### src/rtl/dma_pkg.sv
package dma_pkg;
    localparam int DATA_W      = 32;
    localparam int ADDR_W      = 32;
    localparam int CHAIN_DEPTH = 8;
    localparam int IDX_W       = $clog2(CHAIN_DEPTH);
    localparam int DEV_W       = 3;
    localparam int PAGE_BYTES  = 4096;
    localparam int PAGE_LSB    = $clog2(PAGE_BYTES);
    localparam int CNT_W       = PAGE_LSB + 1;
    localparam int WORD_BYTES  = DATA_W / 8;
    localparam int WB_LSB      = $clog2(WORD_BYTES);
    localparam int BEAT_W      = CNT_W - WB_LSB;
    localparam int REG_AW      = 8;

    // control word field positions
    localparam int CTL_DIR_BIT = 0;
    localparam int CTL_DEV_LSB = 1;
    localparam int CTL_CNT_LSB = 16;

    typedef struct packed {
        logic              to_dev;
        logic [DEV_W-1:0]  dev;
        logic [CNT_W-1:0]  bytes;
        logic [ADDR_W-1:0] addr;
    } desc_t;

    typedef struct packed {
        logic bus;
        logic range;
        logic align;
    } fault_t;

    typedef enum logic [2:0] {
        S_IDLE, S_CHECK, S_REQ, S_WAIT_DEV, S_ADDR, S_XFER, S_RELEASE
    } seq_state_e;

    // alignment outranks range; empty or page-crossing is a range fault
    function automatic fault_t vet_desc(desc_t d);
        fault_t             f;
        logic [CNT_W:0]     end_off;
        f       = '0;
        end_off = {2'b00, d.addr[PAGE_LSB-1:0]} + {1'b0, d.bytes};
        if ((|d.addr[WB_LSB-1:0]) || (|d.bytes[WB_LSB-1:0]))
            f.align = 1'b1;
        else if (d.bytes == '0 || end_off > (CNT_W+1)'(PAGE_BYTES))
            f.range = 1'b1;
        return f;
    endfunction
endpackage

### src/rtl/dma_desc_table.sv
module dma_desc_table
    import dma_pkg::*;
(
    input  logic              clk,
    input  logic              rst,
    input  logic              wr_en,
    input  logic [IDX_W-1:0]  wr_idx,
    input  logic              wr_ctl,
    input  logic [DATA_W-1:0] wr_data,
    input  logic [IDX_W-1:0]  rd_idx,
    output desc_t             rd_desc
);
    desc_t table_w [CHAIN_DEPTH];

    for (genvar g = 0; g < CHAIN_DEPTH; g++) begin : g_ent
        desc_t q;
        always_ff @(posedge clk) begin
            if (rst) begin
                q <= '0;
            end else if (wr_en && wr_idx == IDX_W'(g)) begin
                if (wr_ctl) begin
                    q.to_dev <= wr_data[CTL_DIR_BIT];
                    q.dev    <= wr_data[CTL_DEV_LSB +: DEV_W];
                    q.bytes  <= wr_data[CTL_CNT_LSB +: CNT_W];
                end else begin
                    q.addr   <= wr_data;
                end
            end
        end
        assign table_w[g] = q;
    end

    assign rd_desc = table_w[rd_idx];
endmodule

### src/rtl/dma_xfer_seq.sv
module dma_xfer_seq
    import dma_pkg::*;
(
    input  logic              clk,
    input  logic              rst,
    input  logic              start,
    input  logic [IDX_W-1:0]  start_last,
    input  desc_t             desc,
    input  logic              bus_gnt,
    input  logic              dev_ready,
    input  logic              mem_err,
    output logic [IDX_W-1:0]  cur_idx,
    output logic              busy,
    output logic              bus_req,
    output logic              bus_rel,
    output logic              addr_phase,
    output logic [ADDR_W-1:0] burst_addr,
    output logic              burst_write,
    output logic              beat,
    output logic [DEV_W-1:0]  dev_sel,
    output logic              to_dev,
    output logic              fin_ok,
    output logic              fin_err,
    output fault_t            fault
);
    seq_state_e        st_q;
    logic [IDX_W-1:0]  idx_q, last_q;
    logic [BEAT_W-1:0] left_q;
    logic              berr_q;
    fault_t            chk;

    assign chk = vet_desc(desc);

    always_ff @(posedge clk) begin
        if (rst) begin
            st_q   <= S_IDLE;
            idx_q  <= '0;
            last_q <= '0;
            left_q <= '0;
            berr_q <= 1'b0;
        end else begin
            case (st_q)
                S_IDLE: if (start) begin
                    idx_q  <= '0;
                    last_q <= start_last;
                    berr_q <= 1'b0;
                    st_q   <= S_CHECK;
                end
                S_CHECK: if (|chk) begin
                    st_q <= S_IDLE;
                end else begin
                    left_q <= desc.bytes[CNT_W-1:WB_LSB];
                    st_q   <= S_REQ;
                end
                S_REQ:      if (bus_gnt)   st_q <= S_WAIT_DEV;
                S_WAIT_DEV: if (dev_ready) st_q <= S_ADDR;
                S_ADDR:     st_q <= S_XFER;
                S_XFER: if (dev_ready) begin
                    if (mem_err) begin
                        berr_q <= 1'b1;
                        st_q   <= S_RELEASE;
                    end else begin
                        left_q <= left_q - 1'b1;
                        if (left_q == BEAT_W'(1)) st_q <= S_RELEASE;
                    end
                end
                S_RELEASE: if (berr_q || idx_q == last_q) begin
                    st_q <= S_IDLE;
                end else begin
                    idx_q <= idx_q + 1'b1;
                    st_q  <= S_CHECK;
                end
                default: st_q <= S_IDLE;
            endcase
        end
    end

    assign cur_idx     = idx_q;
    assign busy        = (st_q != S_IDLE);
    assign bus_req     = (st_q == S_REQ) || (st_q == S_WAIT_DEV) ||
                         (st_q == S_ADDR) || (st_q == S_XFER);
    assign bus_rel     = (st_q == S_RELEASE);
    assign addr_phase  = (st_q == S_ADDR);
    assign beat        = (st_q == S_XFER) && dev_ready;
    assign burst_addr  = desc.addr;
    assign burst_write = ~desc.to_dev;
    assign dev_sel     = desc.dev;
    assign to_dev      = desc.to_dev;
    assign fin_ok      = (st_q == S_RELEASE) && !berr_q && (idx_q == last_q);
    assign fin_err     = ((st_q == S_CHECK) && (|chk)) ||
                         ((st_q == S_RELEASE) && berr_q);

    always_comb begin
        fault = '0;
        if (st_q == S_CHECK)                  fault = chk;
        else if (st_q == S_RELEASE && berr_q) fault.bus = 1'b1;
    end
endmodule

### src/rtl/dma_chain_engine.sv
module dma_chain_engine
    import dma_pkg::*;
(
    input  logic              clk,
    input  logic              rst,
    input  logic              reg_we,
    input  logic [REG_AW-1:0] reg_addr,
    input  logic [DATA_W-1:0] reg_wdata,
    output logic [DATA_W-1:0] reg_rdata,
    output logic              irq,
    output logic              bus_req,
    input  logic              bus_gnt,
    output logic              bus_rel,
    output logic              mem_addr_valid,
    output logic [ADDR_W-1:0] mem_addr,
    output logic              mem_write,
    output logic              mem_beat,
    output logic [DATA_W-1:0] mem_wdata,
    input  logic [DATA_W-1:0] mem_rdata,
    input  logic              mem_err,
    output logic [DEV_W-1:0]  dev_sel,
    output logic              dev_to_dev,
    input  logic              dev_ready,
    output logic              dev_strobe,
    input  logic [DATA_W-1:0] dev_rdata,
    output logic [DATA_W-1:0] dev_wdata
);
    localparam logic [REG_AW-1:0] OFF_CTRL  = 8'h00;
    localparam logic [REG_AW-1:0] OFF_STAT  = 8'h04;
    localparam logic [REG_AW-1:0] OFF_TABLE = 8'h40;
    localparam logic [REG_AW-1:0] TABLE_SPAN = REG_AW'(8 * CHAIN_DEPTH);
    localparam int ST_DONE = 1, ST_ERR = 2, ST_FAULT_LSB = 3, ST_IDX_LSB = 8;

    logic              busy, fin_ok, fin_err;
    logic [IDX_W-1:0]  cur_idx;
    fault_t            fault;
    desc_t             cur_desc;
    logic [REG_AW-1:0] tbl_off;
    logic              tbl_hit, ctrl_wr, stat_wr;

    logic              done_q, err_q;
    fault_t            fault_q;
    logic [IDX_W-1:0]  eidx_q;

    assign tbl_off = reg_addr - OFF_TABLE;
    assign tbl_hit = reg_we && !busy && (reg_addr >= OFF_TABLE) &&
                     (tbl_off < TABLE_SPAN) && (tbl_off[1:0] == 2'b00);
    assign ctrl_wr = reg_we && (reg_addr == OFF_CTRL);
    assign stat_wr = reg_we && (reg_addr == OFF_STAT);

    dma_desc_table u_table (
        .clk     (clk),
        .rst     (rst),
        .wr_en   (tbl_hit),
        .wr_idx  (tbl_off[3 +: IDX_W]),
        .wr_ctl  (tbl_off[2]),
        .wr_data (reg_wdata),
        .rd_idx  (cur_idx),
        .rd_desc (cur_desc)
    );

    dma_xfer_seq u_seq (
        .clk         (clk),
        .rst         (rst),
        .start       (ctrl_wr && reg_wdata[0] && !busy),
        .start_last  (reg_wdata[4 +: IDX_W]),
        .desc        (cur_desc),
        .bus_gnt     (bus_gnt),
        .dev_ready   (dev_ready),
        .mem_err     (mem_err),
        .cur_idx     (cur_idx),
        .busy        (busy),
        .bus_req     (bus_req),
        .bus_rel     (bus_rel),
        .addr_phase  (mem_addr_valid),
        .burst_addr  (mem_addr),
        .burst_write (mem_write),
        .beat        (mem_beat),
        .dev_sel     (dev_sel),
        .to_dev      (dev_to_dev),
        .fin_ok      (fin_ok),
        .fin_err     (fin_err),
        .fault       (fault)
    );

    // data steering: the beat strobes both sides at once
    assign dev_strobe = mem_beat;
    assign mem_wdata  = dev_rdata;
    assign dev_wdata  = mem_rdata;

    // latched status: a set in the same cycle as a clear wins
    always_ff @(posedge clk) begin
        if (rst) begin
            done_q  <= 1'b0;
            err_q   <= 1'b0;
            fault_q <= '0;
            eidx_q  <= '0;
        end else begin
            if (stat_wr && reg_wdata[ST_DONE]) done_q <= 1'b0;
            if (stat_wr && reg_wdata[ST_ERR]) begin
                err_q   <= 1'b0;
                fault_q <= '0;
                eidx_q  <= '0;
            end
            if (fin_ok) done_q <= 1'b1;
            if (fin_err) begin
                err_q   <= 1'b1;
                fault_q <= fault;
                eidx_q  <= cur_idx;
            end
        end
    end

    assign irq = done_q | err_q;

    always_comb begin
        reg_rdata = '0;
        if (reg_addr == OFF_STAT) begin
            reg_rdata[0]                 = busy;
            reg_rdata[ST_DONE]           = done_q;
            reg_rdata[ST_ERR]            = err_q;
            reg_rdata[ST_FAULT_LSB +: 3] = fault_q;
            reg_rdata[ST_IDX_LSB +: IDX_W] = eidx_q;
        end
    end
endmodule

### config.mk
export PLATFORM = sky130hd
export DESIGN_NAME = dma_chain_engine
export DESIGN_NICKNAME = d
export VERILOG_FILES = /design/src/rtl/dma_pkg.sv /design/src/rtl/dma_desc_table.sv /design/src/rtl/dma_xfer_seq.sv /design/src/rtl/dma_chain_engine.sv
export SDC_FILE = /design/constraint.sdc
export NUM_CORES = 1
export LEC_CHECK = 0
export CORE_MARGIN = 1
export CORE_UTILIZATION = 51
export CTS_CLUSTER_DIAMETER = 60
export DETAILED_ROUTE_END_ITERATION = 7
export PLACE_DENSITY = 0.77
export SYNTH_ARGS = -nofsm -noshare
export SYNTH_HDL_FRONTEND = slang
export SYNTH_SLANG_ARGS = --single-unit
### constraint.sdc
create_clock -name clk -period 5 [get_ports clk]
set_input_delay 0.5 -clock clk [delete_from_list [all_inputs] [get_ports clk]]
set_output_delay 0.5 -clock clk [all_outputs]
set_load 0.03 [all_outputs]
## After elaboration in Yosys (flattened, before gate mapping)

Index checks and enable logic that the tools add are counted.

- Flip-flop bits (word level): 421
- Bits in latches: 0
- Bits in writable memories: 0
- Memory bits (read-only): 0
- Bits of input ports: 110
- Output and inout bits: 139
- Word-level logic and storage cells: 185
- Memories kept: 0

- Add/sub/neg operators: 4
- Multipliers: 0
- Divide/modulo/power cells: 0
- Magnitude comparators: 4
- Eq/ne operators: 25
- Shifts and indexed selects: 0
- Multiplexer cells: 38
- Bitwise operators: 4
- Reduce and logical (&&, ||, !) cells: 67

Operators by type and width:

| kind | number |
|---|---|
| binary-select mux 49 bit (select 3 bit) | 1 |
| 2-to-1 mux 49 bit | 2 |
| 2-to-1 mux 3 bit | 12 |
| AND reduction 2 bit | 17 |
| 2-to-1 mux 11 bit | 3 |
| logical AND 1 bit | 23 |
| one-hot mux 11 bit (2 select lines) | 1 |
| == test 3 bit, second input constant | 7 |
| one-hot mux 3 bit (7 select lines) | 1 |
| adder 12 x 13 -> 14 bit | 1 |
| greater-than comparator 14 x 13 -> 1 bit, second input constant | 1 |
| != test 2 bit, second input constant | 7 |
| logical NOT 13 bit | 1 |
| 2-to-1 mux 1 bit | 13 |
| == test 3 x 2 -> 1 bit, second input constant | 4 |
| == test 11 x 1 -> 1 bit, second input constant | 1 |
| subtractor 11 x 1 -> 11 bit, second input constant | 1 |
| nonzero test 2 bit | 5 |
| == test 8 x 3 -> 1 bit, second input constant | 1 |
| >= comparator 8 x 7 -> 1 bit, second input constant | 1 |
| logical NOT 8 bit | 1 |
| less-than comparator 8 x 7 -> 1 bit, second input constant | 1 |
| AND reduction 4 bit | 2 |
| subtractor 8 x 7 -> 8 bit, second input constant | 1 |
| other kinds (21) | 34 |

## Longest topological paths before layout

Gate-level depths: netlist (run 1).

- Depth in word-level cells: 13
- Depth in mapped cells: 21
- Depth with buffers taken out: 14

## Modules after synthesis

A second synthesis (run 1) with hierarchy kept.

- Cells, all modules: 1998
- Area, all modules: 21675.8 um^2

Modules (own cells, without submodules):

| module | instances | cells each | area an instance (um^2) | sequential area each (um^2) |
|---|---|---|---|---|
| dma_desc_table | 1 | 1553 | 18174.9 | 7847.5 |
| dma_xfer_seq | 1 | 301 | 2364.8 | 420.4 |
| dma_chain_engine | 1 | 144 | 1136.1 | 160.2 |

## Worst setup path before layout (run 1)

OpenSTA, ideal clock, no wires.

- Path type: register -> register
- From: reg u_seq.idx_q[0] (netlist: u_seq.cur_idx[0])
- To: reg u_seq.left_q[6]
- Setup time: 0.115 ns
- Arrival: 5.441 ns
- Data required time: 4.885 ns
- Path slack: -0.556 ns
- Stages on the path, launching flop included: 21
- Path buffers: 8
- Clock period less this slack: 5.556 ns
- Cell sequence: dfxtp_1 > buf_6 > buf_12 > buf_6 > buf_2 > clkbuf_1 > buf_1 > mux4_2 > nand2_1 > nand2_1 > ha_1 > o21ai_0 > o211ai_1 > o311ai_1 > a211oi_2 > a311o_1 > buf_6 > or4_4 > buf_6 > o211a_1 > o21a_1

- Longest elaborated chain between the ends: 12
- Elaborated cells between the ends (all ways): 19
- Those cells by class: add/sub: 1; order compare: 1; eq/ne: 1; mux: 8; bitwise: 1; reduce/logical: 7

Ends and longest elaborated chain:

| element | line | text |
|---|---|---|
| start: declaration | dma_xfer_seq.sv:27 | `logic [IDX_W-1:0] idx_q, last_q;` |
| start signal: assignment | dma_xfer_seq.sv:70 | `idx_q <= idx_q + 1'b1;` |
| inverter 3 -> 4 bit (implied by the code) | dma_desc_table.sv:33 | `assign rd_desc = table_w[rd_idx];` |
| binary-select mux 49 bit (select 3 bit) | dma_desc_table.sv:33 |  |
| 2-to-1 mux 49 bit (implied by the code) (2 in series) | dma_desc_table.sv:33 |  |
| net mem_addr[7] | dma_chain_engine.sv:15 | `output logic [ADDR_W-1:0] mem_addr,` |
| adder 12 x 13 -> 14 bit | dma_pkg.sv:42 | `end_off = {2'b00, d.addr[PAGE_LSB-1:0]} + {1'b0, d.bytes};` |
| greater-than comparator 14 x 13 -> 1 bit | dma_pkg.sv:45 | `else if (d.bytes == '0 \|\| end_off > (CNT_W+1)'(PAGE_BYTES))` |
| logical OR 1 bit | dma_pkg.sv:45 |  |
| 2-to-1 mux 1 bit | dma_pkg.sv:45 |  |
| 2-to-1 mux 1 bit | dma_pkg.sv:43 | `if ((\|d.addr[WB_LSB-1:0]) \|\| (\|d.bytes[WB_LSB-1:0]))` |
| OR reduction 2 bit | dma_xfer_seq.sv:49 | `S_CHECK: if (\|chk) begin` |
| != test 2 bit (no source line) | - |  |
| AND reduction 4 bit (no source line) | - |  |
| end signal: assignment | dma_xfer_seq.sv:52 | `left_q <= desc.bytes[CNT_W-1:WB_LSB];` |
| end signal: assignment | dma_xfer_seq.sv:63 | `left_q <= left_q - 1'b1;` |
| end: declaration | dma_xfer_seq.sv:28 | `logic [BEAT_W-1:0] left_q;` |

The timed path passes the listed nets, and every way through them passes these cells. The select of a mux whose other input is x is not followed.
A chain may end at the register's enable or synchronous reset.

## Worst setup path after layout (run 1)

- From: reg u_seq.idx_q[0] (netlist: u_seq.cur_idx[0])
- To: reg u_seq.left_q[9]

- Longest elaborated chain between the ends: 12
- Elaborated cells between the ends (all ways): 19
- Those cells by class: add/sub: 1; order compare: 1; eq/ne: 1; mux: 8; bitwise: 1; reduce/logical: 7

Ends and longest elaborated chain:

| element | line |
|---|---|
| inverter 3 -> 4 bit (implied by the code) * | dma_desc_table.sv:33 |
| binary-select mux 49 bit (select 3 bit) * | dma_desc_table.sv:33 |
| 2-to-1 mux 49 bit (implied by the code) * (2 in series) | dma_desc_table.sv:33 |
| adder 12 x 13 -> 14 bit | dma_pkg.sv:42 |
| greater-than comparator 14 x 13 -> 1 bit | dma_pkg.sv:45 |
| logical OR 1 bit | dma_pkg.sv:45 |
| 2-to-1 mux 1 bit | dma_pkg.sv:45 |
| 2-to-1 mux 1 bit | dma_pkg.sv:43 |
| OR reduction 2 bit | dma_xfer_seq.sv:49 |
| != test 2 bit (no source line) | - |
| AND reduction 4 bit (no source line) | - |

Every way passes the cells marked *; elsewhere a longest branch is shown, timed or not. The select of a mux whose other input is x is not followed.

==> metrics.md, run 1 <==
| Metric | Value |
|---|---|
| CP Class | reg2reg |
| Die width | 201.4 um |
| Min-delay src | u_table.g_ent[6].q[13] |
| TritonCTS clock tree | built |
| H-tree levels | 2 |
| PwrDens | 312.9 mW/mm^2 |
| Crit end category | register |
| Setup-failing EPs final | 0 |
| Routed vias/inst | 6.072 |
| Clk_lat worst skew | 0.59 ns |
| Die Height | 201.4 um |
| Core Box Area | 0.03892 mm^2 |
| I/O Buffers | 97 |
| Crit. Startpoint | u_seq.cur_idx[0] |
| Total GRT Usage | 29.70% |
| Netlist cell types | 73 |
| Synthesized area per cell | 7.878 um^2 |
| Synth top area share | 41.58% |
| I/O pins | 249 |
| Fill cells | 3,399 |
| RSZ-0062 raised after global routing | no |
| Max Freq | 215.1 MHz |
| Reg clk slew, reported paths | 0.06 ns |
| # rows | 72 |
| WL final | 61.63 mm |
| Main synth FF type | dfxtp_1 |
| Startpoint class of the critical path | register |
| FF/Latch Area | 0.008437 mm^2 |
| Min-Delay Path Class | reg2reg |
| Yosys warns | 0 |
| Synthesized area | 0.02027 mm^2 |
| Vias in the first global route | 17,539 |
| Pleak | 7.410 nW |
| CP top delay family | compound AO/OA/AOI/OAI gates |
| Area of the multi-input gates | 0.01031 mm^2 |
| Fin crit share | 92.99% |
| CP max stage delay | 0.58 ns |
| Synthesized instance count | 2,573 |
| Post-route ant nets | 0 |
| Drt first pass iters | 6 |
| Overflow after GRT | 0 |
| First-pass GRT wire length | 95.55 mm |
| Max Cap Viol | 0 |
| Die area | 0.04055 mm^2 |
| Sequential share of the synthesized area | 41.58% |
| Max-slew headroom | 24.65% |
| Slew Limit Fails | 0 |
| Number of flops mapped to enable cells by yosys | 0 |
| CTS Buf Count | 44 |
| Status | finished, final reports clean |
| Largest net degree at the start of global routing | 201 |
| DP HPWL | 37.60 mm |
| Clock root buffer | clkbuf_16 |
| VDD IR max | 281.7 uV |
| Nets | 2,595 |
| Worst Path Required | 5.46 ns |
| CP max-delay cell | dfxtp_4 |
| Worst Path Buf+Inv | 2 |
| Initial core utilization | 52.08% |
| Min Clock Period, post-route | 4.650 ns |
| Share of cells above drive strength 1 | 9.545% |
| Crit Path Max Fanout | 22 |
| Final GP Congestion | 0.9528 |
| Clock Tree Buf Depth | 3 |
| Syn-to-layout area delta | 10.22% |
| Largest area contributor in the netlist | dfxtp_1 |
| Final hold violations | 0 |
| Ys async rst share | 0% |
| Wire per inst | 20.39 um |
| Top cells by area, synth | dfxtp_1, nand2_1, mux4_2 |
| Crit-path cells | buf_12 -> buf_4 -> mux4_2 -> nand2_1 -> nand2_1 -> ha_1 -> a21oi_1 -> o32ai_1 -> a2111oi_0 -> o2111ai_1 -> nor4_1 -> nor2_1 -> a311o_1 |
| Iteration-0 DRC Markers | 2,023 |
| Clk sinks | 421 |
| Arr. time, crit path | 5.11 ns |
| Via count | 18,357 |
| Final setup skew | 0.01501 ns |
| Post-synth top cells | nand2_1, a21oi_1, dfxtp_1 |
| Most common cell on crit path | nand2_1 |
| Drt drc | 0 |
| Reg-to-reg startpoint | u_seq.cur_idx[0] |
| Hold Slack | 0.4475 ns |
| Slew at the pin with the worst max-slew slack | 1.124 ns |
| CTS resizes | 0 |
| Setup TNS | 0 ns |
| Initial antenna violation count | 1 |
| #FFs+latches synth | 421 |
| Top-count cell post-synth | nand2_1 |
[power by group]
part	switching (W)	total, W	internal (W)	leakage, nW
Clock	0.00139	0.00338	0.00199	0.733
Sequential	0.00000835	0.00337	0.00336	3.39
Combinational	0.000182	0.000241	0.0000594	3.29
Total	0.00158	0.00699	0.00541	7.41
[sequential cells by signal (all words and copies together), names as in the netlist]
register         count
fault_q              3
u_seq.left_q        11
eidx_q               3
u_table.g_ent.q    392
u_seq.st_q           3
done_q               1
u_seq.berr_q         1
err_q                1
u_seq.cur_idx        3
u_seq.last_q         3
[final timing paths]
path | to | slack (ns) | cells after the start
hold / removal | u_table.g_ent[6].q[13] | 0.45 | 2
setup / recovery | u_seq.left_q[9] | 0.35 | 13
hold reg to reg | u_table.g_ent[6].q[13] | 0.45 | 2
setup reg to reg | u_seq.left_q[9] | 0.35 | 13
[cells in the final DEF, fill, tap and decap left out, drive strengths merged, types with 13 or more instances in the layout]
master / count
conb: 23
a21oi: 424
dfxtp: 421
o21ai: 17
inv: 18
nand2: 970
and2: 13
nor3: 30
clkbuf: 65
mux4: 101
ha: 15
clkdlybuf4s50: 96
buf: 46
nor2: 67
nor4: 18
[timing repair]
action / CTS / global route
setup buffers: 0 / 2
setup endpoints to repair: 0 / 18
hold buffers: 0 / 0
[cell type report]
type                       instances  area share (%)
clock buffer                      65           5.729
antenna                            1         0.01120
timing repair buffer             142           6.194
tap                              518           2.901
multi-input combinational       1844           46.17
sequential                       421           37.76
inverter                          16          0.2688
clock inverter                    16          0.9633
[per-stage QoR]
stage	setup slack (ns)	instance area (um^2)	instances	total power, W	util [%]
finish	0.3503	22340	3023	0.006990	57.41
global route	0.08173	22340	3023	0.007182	57.41
CTS	0.1340	22290	3020	0.007017	57.28
detailed placement	0.1804	20800	2939	0.003677	53.44
global placement	0.3716	20800	2939	0.003673	53.44
floorplan	0.01286	20380	2595	0.003712	-
[worst register-to-register path, delay by kind of cell, from the launching register on]
family          cells  cell delay, ns
fa+ha+maj           1            0.43
flops               1            0.58
simple gates        4            0.86
compound gates      5            1.67
mux                 1            0.51
buf+inv             2            0.49
[logic make-up (layout without fill, tap and decap cells)]
family	count (synthesis)	count (layout)	share of synthesized area [%]
flip-flops	421	421	41.58
multiplexers	106	106	11.51
adder cells (fa/ha/maj)	16	16	1.025
buffers and inverters	330	239	8.086
other	1	24	0.01850
AO/OA/AOI/OAI	520	520	14.14
AND/OR/NAND/NOR	1171	1171	23.30
XOR/XNOR	8	8	0.3456
[routing by layer]
metal / up-vias / part of all wire [%] / track usage (%)
li1: 8333 / - / -
met1: 8723 / 39 / 38.93
met2: 1126 / 46 / 47.56
met3: 175 / 11 / 5.475
met4: 0 / 4.0 / 13.64
met5: - / 0 / 0
No activity file was read; power rests on OpenSTA's default activity.
==> run 2, diff against run 1 <==
- CTS_BUF_LIST: unset -> sky130_fd_sc_hd__clkbuf_16
==> metrics.md, run 2 (synthesis gave the netlist of run 1 again) <==
| Metric | Value |
|---|---|
| Gr busiest metal | met2 |
| Total power draw | 0.006814 W |
| Die Height | 201.4 um |
| H-tree levels | 2 |
| Arr. time, crit path | 5.09 ns |
| Wire per inst | 20.37 um |
| Largest reg by FF count | u_table.g_ent.q |
| Largest net degree at the start of global routing | 201 |
| Iteration-0 DRC Markers | 2,092 |
| Placed cell area | 0.02080 mm^2 |
| Reg clk slew, reported paths | 0.06 ns |
| CTS Buf Count | 44 |
| Routed vias/inst | 6.046 |
| VDD IR max | 273.2 uV |
| Drt first pass iters | 6 |
| Worst Hold Path EP | u_table.g_ent[6].q[13] |
| # rows | 72 |
| Setup-failing EPs final | 0 |
| Post-route ant nets | 0 |
| Min Clock Period, post-route | 4.627 ns |
| Share of cells above drive strength 1 | 9.145% |
| Min-Delay Path Class | reg2reg |
| Die area | 0.04055 mm^2 |
| Final hold violations | 0 |
| Crit end category | register |
| WL final | 61.58 mm |
| Slew at the pin with the worst max-slew slack | 1.088 ns |
| Max Cap Viol | 0 |
| I/O pins | 249 |
| CTS resizes | 0 |
| Largest regs | u_table.g_ent.q (392), u_seq.left_q (11) |
| I/O Buffers | 97 |
| Fin crit share | 92.53% |
| Nets | 2,595 |
| Worst Path Required | 5.47 ns |
| Drt drc | 0 |
| Via count | 18,278 |
| WHS Path Cells | 2 |
| Max-slew headroom | 27.12% |
| Final setup skew | 0.01236 ns |
| Syn-to-layout area delta | 9.728% |
| Final GP Congestion | 0.9528 |
| Crit Path Max Fanout | 22 |
| First-pass GRT wire length | 95.52 mm |
| Met3 GRT Util | 5.637% |
| Cts hold-fix bufs | 0 |
| CP Class | reg2reg |
| Max FFs per register | 392 |
| RSZ-0062 raised after global routing | no |
| Met1 GRT Util | 38.79% |
| Slew Limit Fails | 0 |
| Setup TNS | 0 ns |
| Commonest non-fill, non-tap cell in the layout | nand2_1 |
| Post-route cell area | 0.02224 mm^2 |
| Vias in the first global route | 17,548 |
| Startpoint class of the critical path | register |
| Core Box Area | 0.03892 mm^2 |
| Total GRT Usage | 29.66% |
| R2r endpoint | u_seq.left_q[9] |
| Clock root buffer | clkbuf_16 |
| Postcts setup bufs | 0 |
| Routing usage on met2 | 47.67% |
| Initial core utilization | 52.08% |
| Min-delay src | u_table.g_ent[6].q[13] |
| Hold Slack | 0.4469 ns |
| TritonCTS clock tree | built |
| Max Freq | 216.1 MHz |
| DP HPWL | 37.60 mm |
| Reg-to-reg startpoint | u_seq.cur_idx[0] |
| Pleak | 7.400 nW |
| Initial antenna violation count | 1 |
| Clk_lat worst skew | 0.58 ns |
| Overflow after GRT | 0 |
| Die width | 201.4 um |
| Commonest non-fill, non-tap cells in the layout | nand2_1, a21oi_1, dfxtp_1 |
| Clock Tree Buf Depth | 3 |
| Clk sinks | 421 |
| Status | finished, final reports clean |
| PwrDens | 306.3 mW/mm^2 |
| Worst Reg-to-Reg Cells | 13 |
| Flop-to-flop setup slack | 0.37 ns |
-- run 2: changes by cell type in the layout (fill, tap and decap cells not counted), sizes merged --
cell,delta
clkbuf,-21
inv,+11
clkinv,+10
-- run 2: critical path, cell delays in order (launching register included) --
cell and delay [ns]:
dfxtp_4 0.57, buf_12 0.24, buf_4 0.23, mux4_2 0.51, nand2_1 0.08, nand2_1 0.19
ha_1 0.42, a21oi_1 0.26, o32ai_1 0.14, a2111oi_0 0.53, o2111ai_1 0.32, nor4_1 0.39
nor2_1 0.22, a311o_1 0.39
-- run 2: how the worst max path moves through the flow --
stage / startpoint / to / slack, ns / depth (start not counted)
floorplan: u_seq.cur_idx[0] / u_seq.left_q[6] / 0.01 / 20
global placement: u_seq.cur_idx[0] / u_seq.left_q[2] / 0.37 / 13
detailed placement: u_seq.cur_idx[0] / u_seq.left_q[9] / 0.18 / 13
CTS: u_seq.cur_idx[0] / u_seq.left_q[9] / 0.14 / 13
global route: u_seq.cur_idx[0] / u_seq.left_q[9] / 0.09 / 13
finish: u_seq.cur_idx[0] / u_seq.left_q[9] / 0.37 / 13
-- run 2: per-layer routing --
metal  share of wire [%]  up-vias  wire (um)
li1                    -     8339          -
met1                  40     8756      24340
met2                  47     1019      28740
met3                  10      164       6387
met4                 3.4        0       2118
met5                   0        -          0
-- run 2: report_power, final --
part	total, W	switching, W	internal (W)
Sequential	0.00337	0.00000825	0.00336
Clock	0.00320	0.00139	0.00181
Combinational	0.000240	0.000181	0.0000594
-- run 2: through the flow --
stage | setup slack [ns] | utilization [%] | instances
floorplan | 0.01286 | - | 2595
global placement | 0.3716 | 53.44 | 2939
detailed placement | 0.1804 | 53.44 | 2939
CTS | 0.1350 | 57.02 | 3020
global route | 0.08654 | 57.15 | 3023
finish | 0.3734 | 57.15 | 3023
-- run 2: area by class of cell --
type / instances / area (um^2)
multi-input combinational: 1844 / 10310
timing repair buffer: 142 / 1384
sequential: 421 / 8437
clock inverter: 37 / 294.0
antenna: 1 / 2.502
tap: 518 / 648.1
inverter: 16 / 60.06
clock buffer: 44 / 1101
fill: 3411 / 16680
==> run 3, diff against run 2 <==
- CORE_UTILIZATION: 51 -> 58
- DONT_BUFFER_PORTS: unset -> 1
- HOLD_SLACK_MARGIN: unset -> 0.1
- PLACE_DENSITY: 0.77 -> 0.76
==> metrics.md, run 3 (synthesis gave the netlist of run 1 again) <==
| Metric | Value |
|---|---|
| Status | finished, final reports clean |
| Min Clock Period, post-route | 4.555 ns |
| TritonCTS clock tree | built |
| H-tree levels | 2 |
| VDD IR max | 417.8 uV |
| Max-slew headroom | 16.55% |
| Crit end category | register |
| Via count | 18,040 |
| Worst Path Buf+Inv | 3 |
| Largest reg by FF count | u_table.g_ent.q |
| Clock root buffer | clkbuf_16 |
| Syn-to-layout area delta | 6.969% |
| Final hold violations | 0 |
| R2r endpoint | u_seq.left_q[2] |
| Reg clk slew, reported paths | 0.06 ns |
| RSZ-0062 raised after global routing | no |
| Pleak | 7.260 nW |
| Setup-failing EPs final | 0 |
| Flop-to-flop setup slack | 0.44 ns |
| Slew at the pin with the worst max-slew slack | 1.252 ns |
| CP max-delay cell | or4b_2 |
| Die area | 0.03570 mm^2 |
| Drt drc | 0 |
| WHS Path Cells | 3 |
| Startpoint class of the critical path | register |
| Final setup skew | 0.02213 ns |
| Reg-to-reg startpoint | u_seq.cur_idx[0] |
| Vias in the first global route | 17,355 |
| PwrDens | 318.2 mW/mm^2 |
| Largest regs | u_table.g_ent.q (392), u_seq.left_q (11) |
| Hold Slack | 0.1198 ns |
| First-pass GRT wire length | 95.10 mm |
| Total GRT Usage | 33.73% |
| Clk sinks | 421 |
| Commonest non-fill, non-tap cells in the layout | nand2_1, a21oi_1, dfxtp_1 |
| Wire per inst | 21.02 um |
| Share of cells above drive strength 1 | 10.00% |
| Max Cap Viol | 0 |
| I/O pins | 249 |
| Iteration-0 DRC Markers | 2,225 |
| Initial antenna violation count | 3 |
| Slew Limit Fails | 0 |
| Clock Tree Buf Depth | 3 |
| Post-route ant nets | 0 |
| # rows | 68 |
| DP HPWL | 36.63 mm |
| Core Box Area | 0.03446 mm^2 |
| Largest net degree at the start of global routing | 251 |
| CTS resizes | 0 |
| Arr. time, crit path | 5.06 ns |
| Crit-path cells | buf_4 -> mux4_2 -> nand2_1 -> nand2_1 -> buf_4 -> inv_1 -> fa_1 -> nor2b_1 -> o31a_1 -> o31ai_1 -> a2111oi_0 -> o2111ai_1 -> o21a_1 -> or4b_2 -> a31oi_1 |
| Max FFs per register | 392 |
| WL final | 61.12 mm |
| Initial core utilization | 58.82% |
| Die width | 188.9 um |
| Nets | 2,542 |
| Drt first pass iters | 5 |
| Die Height | 188.9 um |
| CP max stage delay | 0.62 ns |
| Worst Hold Path EP | done_q |
| Fin crit share | 91.11% |
| I/O Buffers | 0 |
| Worst Reg-to-Reg Cells | 15 |
| Worst Path Required | 5.51 ns |
| CTS Buf Count | 45 |
| Clk_lat worst skew | 0.59 ns |
| Crit Path Max Fanout | 19 |
| Commonest non-fill, non-tap cell in the layout | nand2_1 |
| Final GP Congestion | 0.9319 |
| CP Class | reg2reg |
| Overflow after GRT | 0 |
| Setup TNS | 0 ns |
| Max Freq | 219.5 MHz |
| Min-Delay Path Class | in2reg |
| CP top delay family | compound AO/OA/AOI/OAI gates |
| Min-delay src | reg_wdata[1] |
| Routed vias/inst | 6.204 |
-- run 3: what timing repair did --
item	CTS	global route
setup buffers	0	1
hold buffers	35	0
endpoints found under the hold margin	412	0
endpoints found under the setup margin	0	7
-- run 3: how the worst max path moves through the flow --
stage                                 from               to  slack (ns)  depth (start not counted)
after detailed placement  u_seq.cur_idx[0]  u_seq.left_q[2]        0.28                         15
after global placement    u_seq.cur_idx[0]  u_seq.left_q[2]        0.35                         15
after CTS                 u_seq.cur_idx[0]  u_seq.left_q[2]        0.25                         15
after global routing      u_seq.cur_idx[0]  u_seq.left_q[9]        0.09                         13
final                     u_seq.cur_idx[0]  u_seq.left_q[2]        0.44                         15
after floorplan           u_seq.cur_idx[0]  u_seq.left_q[6]        0.01                         20
-- run 3: final cells by class --
class | instances | area, um^2
Fill cell | 2894 | 12780
Sequential cell | 421 | 8437
Inverter | 16 | 60.06
Antenna cell | 4 | 10.01
Clock inverter | 35 | 317.8
Clock buffer | 45 | 1126
Multi-Input combinational cell | 1844 | 10340
Tap cell | 455 | 569.3
Timing Repair Buffer | 88 | 820.8
-- run 3: per-layer routing --
metal  GRT usage [%]  share of wire (%)
met3           6.673                 11
met4           17.56                4.8
met5               0                  0
met1           43.89                 38
met2           53.25                 46
-- run 3: through the flow --
stage	utilization, %	setup slack, ns	std cells	total power, W	cell area, um^2
after floorplan	-	0.01286	2595	0.003712	20380
after global placement	57.51	0.3459	2788	0.003525	19820
after detailed placement	57.51	0.2754	2788	0.003526	19820
after CTS	62.82	0.2527	2903	0.006922	21650
after global routing	62.91	0.09443	2906	0.007062	21680
final	62.92	0.4446	2908	0.006900	21680
-- run 3: tightest hold or removal path, cell delays in order --
cell and delay [ns]:
nand3_1 0.05, a32oi_1 0.05, nor2_1 0.07
-- run 3: power by group --
part	internal, W	switching [W]
clock network	0.00191	0.00140
logic	0.0000461	0.000174
registers	0.00336	0.00000836
